## src/rtl/ad_bus_pkg.sv

```systemverilog
package ad_bus_pkg;
  typedef enum logic [2:0] {
    CYC_IDLE    = 3'd0,
    CYC_MEMR    = 3'd1,
    CYC_MEMW    = 3'd2,
    CYC_IOR     = 3'd3,
    CYC_IOW     = 3'd4,
    CYC_ILLEGAL = 3'd5
  } cyc_e;

  typedef struct packed {
    logic memr_n;
    logic memw_n;
    logic ior_n;
    logic iow_n;
  } cmd_t;

  localparam cmd_t CMD_IDLE = '{memr_n: 1'b1, memw_n: 1'b1, ior_n: 1'b1, iow_n: 1'b1};
endpackage

```

## src/rtl/ad_lo_latch.sv

```systemverilog
module ad_lo_latch #(
  parameter int LO_W = 8
) (
  input  logic            clk,
  input  logic            rst_n,
  input  logic            ale,
  input  logic [LO_W-1:0] ad_in,
  output logic [LO_W-1:0] lo_addr
);
  logic [LO_W-1:0] held_q;

  // capture every edge the strobe is high; last capture survives the fall
  always_ff @(posedge clk or negedge rst_n) begin
    if (!rst_n)   held_q <= '0;
    else if (ale) held_q <= ad_in;
  end

  // transparent path while the strobe is high
  always_comb lo_addr = ale ? ad_in : held_q;
endmodule

```

## src/rtl/cmd_decode.sv

```systemverilog
module cmd_decode
  import ad_bus_pkg::*;
(
  input  logic rd_n,
  input  logic wr_n,
  input  logic io_m,
  output cyc_e cyc,
  output cmd_t cmd
);
  always_comb begin
    unique case ({rd_n, wr_n, io_m})
      3'b000, 3'b001: cyc = CYC_ILLEGAL;
      3'b010:         cyc = CYC_MEMR;
      3'b011:         cyc = CYC_IOR;
      3'b100:         cyc = CYC_MEMW;
      3'b101:         cyc = CYC_IOW;
      default:        cyc = CYC_IDLE;
    endcase
  end

  always_comb begin
    cmd = CMD_IDLE;
    case (cyc)
      CYC_MEMR: cmd.memr_n = 1'b0;
      CYC_MEMW: cmd.memw_n = 1'b0;
      CYC_IOR:  cmd.ior_n  = 1'b0;
      CYC_IOW:  cmd.iow_n  = 1'b0;
      default:  cmd = CMD_IDLE;
    endcase
  end
endmodule

```

## src/rtl/data_steer.sv

```systemverilog
module data_steer
  import ad_bus_pkg::*;
#(
  parameter int DATA_W = 8
) (
  input  cyc_e              cyc,
  input  logic              ale,
  input  logic [DATA_W-1:0] ad_in,
  input  logic [DATA_W-1:0] rdata,
  output logic [DATA_W-1:0] wdata,
  output logic              wdata_oe,
  output logic [DATA_W-1:0] ad_out,
  output logic              ad_oe
);
  logic is_wr, is_rd;

  always_comb begin
    is_wr    = (cyc == CYC_MEMW) || (cyc == CYC_IOW);
    is_rd    = (cyc == CYC_MEMR) || (cyc == CYC_IOR);
    wdata    = ad_in;
    ad_out   = rdata;
    wdata_oe = is_wr && !ale;
    ad_oe    = is_rd && !ale;
  end
endmodule

```

## src/rtl/ad_bus_splitter.sv

```systemverilog
module ad_bus_splitter
  import ad_bus_pkg::*;
#(
  parameter int LO_W = 8,
  parameter int HI_W = 8,
  localparam int ADDR_W = LO_W + HI_W
) (
  input  logic              clk,
  input  logic              rst_n,
  input  logic              ale,
  input  logic [LO_W-1:0]   ad_in,
  input  logic [HI_W-1:0]   a_hi,
  input  logic              rd_n,
  input  logic              wr_n,
  input  logic              io_m,
  input  logic [LO_W-1:0]   rdata,
  output logic [ADDR_W-1:0] addr,
  output logic              memr_n,
  output logic              memw_n,
  output logic              ior_n,
  output logic              iow_n,
  output logic              bus_err,
  output logic [LO_W-1:0]   wdata,
  output logic              wdata_oe,
  output logic [LO_W-1:0]   ad_out,
  output logic              ad_oe
);
  logic [LO_W-1:0] lo_addr;
  cyc_e            cyc;
  cmd_t            cmd;

  ad_lo_latch #(.LO_W(LO_W)) u_latch (
    .clk(clk), .rst_n(rst_n), .ale(ale), .ad_in(ad_in), .lo_addr(lo_addr)
  );

  cmd_decode u_dec (
    .rd_n(rd_n), .wr_n(wr_n), .io_m(io_m), .cyc(cyc), .cmd(cmd)
  );

  data_steer #(.DATA_W(LO_W)) u_steer (
    .cyc(cyc), .ale(ale), .ad_in(ad_in), .rdata(rdata),
    .wdata(wdata), .wdata_oe(wdata_oe), .ad_out(ad_out), .ad_oe(ad_oe)
  );

  always_comb begin
    addr    = {a_hi, lo_addr};
    memr_n  = cmd.memr_n;
    memw_n  = cmd.memw_n;
    ior_n   = cmd.ior_n;
    iow_n   = cmd.iow_n;
    bus_err = (cyc == CYC_ILLEGAL);
  end
endmodule

```

## config.mk

```make
export PLATFORM = sky130hd
export DESIGN_NAME = ad_bus_splitter
export DESIGN_NICKNAME = d
export VERILOG_FILES = /design/src/rtl/ad_bus_pkg.sv /design/src/rtl/ad_lo_latch.sv /design/src/rtl/cmd_decode.sv /design/src/rtl/data_steer.sv /design/src/rtl/ad_bus_splitter.sv
export SDC_FILE = /design/constraint.sdc
export NUM_CORES = 1
export LEC_CHECK = 0
export BUFFER_PORTS_ARGS = -buffer_cell sky130_fd_sc_hd__buf_2
export CAP_MARGIN = 25
export CORE_MARGIN = 2
export CORE_UTILIZATION = 30
export DETAILED_ROUTE_END_ITERATION = 7
export PLACE_DENSITY_LB_ADDON = 0.05
export REMOVE_ABC_BUFFERS = 1
export SYNTH_ARGS = -nofsm -noshare
export SYNTH_HDL_FRONTEND = slang
export SYNTH_SLANG_ARGS = --single-unit
```

## constraint.sdc

```tcl
create_clock -name clk -period 1.01 [get_ports clk]
set_input_delay 0 -clock clk [delete_from_list [all_inputs] [get_ports clk]]
set_output_delay 0 -clock clk [all_outputs]
set_load 0.05 [all_outputs]
```

==> flow_summary.ini <==
[layout]
num_antenna_cells = 0
top_regs = u_latch.held_q (8)
syn2layout_area_growth_pct = 20.2
top_register = u_latch.held_q
drive_gt1_share_pct = 74.6
largest_register_ff_count = 8
stdcell_area_um2 = 641
nets = 95

[synthesis]
yosysWarnings = 0
syn_inst = 48
ys_ff_latch = 8
yosysSeqAreaShare_pct = 37.6
avgSynthCellArea_um2 = 11.1
synth_area_um2 = 533
synth.distinct_cells = 8

[sta]
post-route-period-util_pct = 103
setup_viol = 8
final.setup.worst_slack_ns = -0.0324
skew_ns = 0
fmax_mhz = 959
finalHoldViolations = 0
post-route-min-period_ns = 1.04
holdWs_ns = 0.0000653
slew_violations = 0
rsz0062_at_grt = true
maxSlewHeadroom_pct = 83.5
tightestPinTransition_ns = 0.247

[worst_hold_path]
whs_path_depth = 0
hold_class = primary input to primary output

[clock_tree]
path_clk_slew_ns = 0.06
cts_num_sinks = 8
cts-root-buf = clkbuf_4
cts_setup_buffers = 0
clockBufferDepth = 2
numCtsBuffers = 3
h-tree-depth = 1
cts_tree = built
worstSkewPairLatency_ns = 0.25

[floorplanning]
start_util_pct = 31.6
ios = 69
die_x_um = 46.2
core_area_um2 = 1690
rows = 15
die_area_um2 = 2130
die_h_um = 46.2

[global_route]
gr-usage-all-layers_pct = 11.5
grt_max_degree = 11
grt_pass1_wl_um = 1610
grt.overflow.total = 0
grt_pass1_vias = 338
antenna_found_initial = 0

[power]
p_total_w = 0.00105
power_density_nw_per_um2 = 1640
p_leak_nw = 0.324
irDropWorstVdd_v = 0.000832

[worst_setup_path]
cp_num_buf_inv = 1
cp_slowest_stage_delay_ns = 0.36
critPathMaxFanout = 2
slowest_stage = dfrtp_1
start_kind = register
worst-setup-path-type = register to primary output
worst_ep_required_time_ns = 1.01
endpoint_kind = primary output
cp_cell_sequence = mux2_4 -> buf_8
crit_family = flip-flops
crit_arrival_ns = 1.04
crit_cells = 2
worst-r2r-cell-count = 1

[status]
violations = setup timing
status = finished, violations left

[placed_design]
place_congestion = 0.573
placed_cell_area_um2 = 543
portBuffers = 36
place_hpwl_um = 898

[job]
drv_cap = 0

[route]
drtPass1Iterations = 3
ant_nets = 0
avgRoutedWirePerCell_um = 14.6
drtIter0Drc = 4
dr_total_vias = 366
viasPerCell = 4.58
wl_um = 1170
drcViolationCount = 0
## through the flow
step	instances	TNS [ns]	setup slack [ns]	utilization, %
after floorplan	23	-0.296	-0.148	-
after global placement	76	0	0.177	32.1
after detailed placement	76	0	0.189	32.1
after CTS	80	-0.350	-0.0508	37.0
after global routing	80	-0.496	-0.0763	37.9
final	80	-0.215	-0.0324	37.9
## layout by cell type (no fill, tap or decap)
cell           instances
buf_2                 28
buf_6                  6
buf_8                  2
clkbuf_4               3
dfrtp_1                8
dlygate4sd3_1          1
mux2_2                 6
mux2_4                 2
nand3b_1               2
nor2_1                 1
nor3b_1                2
or3b_1                 2
## routing by layer
metal,wire (um),track usage (%)
met1,398,11.2
met2,477,13.6
met3,291,14.9
met4,0,5.14
met5,0,0
## power breakdown
part	internal, W	leakage, nW	switching, W	total [W]
Clock	0.000136	0.0138	0.000113	0.000249
Sequential	0.000352	0.0935	0.00000678	0.000359
Combinational	0.000148	0.216	0.000295	0.000443
## layout make-up
class / count / area (um^2)
clock buffers: 3 / 22.5
fillers: 166 / 1050
multi-input cells: 15 / 149
well taps: 17 / 21.3
flip-flops and latches: 8 / 200
repair buffers: 37 / 248
## timing repair
item                       in CTS  in global routing
hold endpoints to repair        8                  0
cloned                          0                  0
hold buffers                    1                  0
pin swaps                       0                  0
gates resized for setup        16                  4
setup endpoints to repair       8                  8
## cells in the mapped netlist, drive strengths merged
master	number	area [um^2]
dfrtp	8	200
nor2	1	3.75
nor3b	2	15.0
mux2	8	90.1
or3b	2	17.5
buf	25	191
nand3b	2	15.0
## path summary, 6_finish.rpt
kind,end,start,slack [ns]
worst max-delay path,addr[0],u_latch.held_q[0]$_DFF_PN0_,-0.03
worst min-delay path,addr[10],a_hi[2],0.00007
worst max register to register,u_latch.held_q[0]$_DFF_PN0_,u_latch.held_q[0]$_DFF_PN0_,0.25
worst min register to register,u_latch.held_q[4]$_DFF_PN0_,u_latch.held_q[4]$_DFF_PN0_,0.51
max in group asynchronous,u_latch.held_q[6]$_DFF_PN0_,rst_n,0.71
min in group asynchronous,u_latch.held_q[0]$_DFF_PN0_,rst_n,0.12
## cells by family (layout without fill, tap and decap cells)
logic type,count (synthesis),after routing,synth area share [%]
DFF,8,8,37.6
and+or+nand+nor,7,7,9.62
muxes,8,8,16.9
buffers and inverters,25,40,35.9
(Power assumes the default switching activity.)
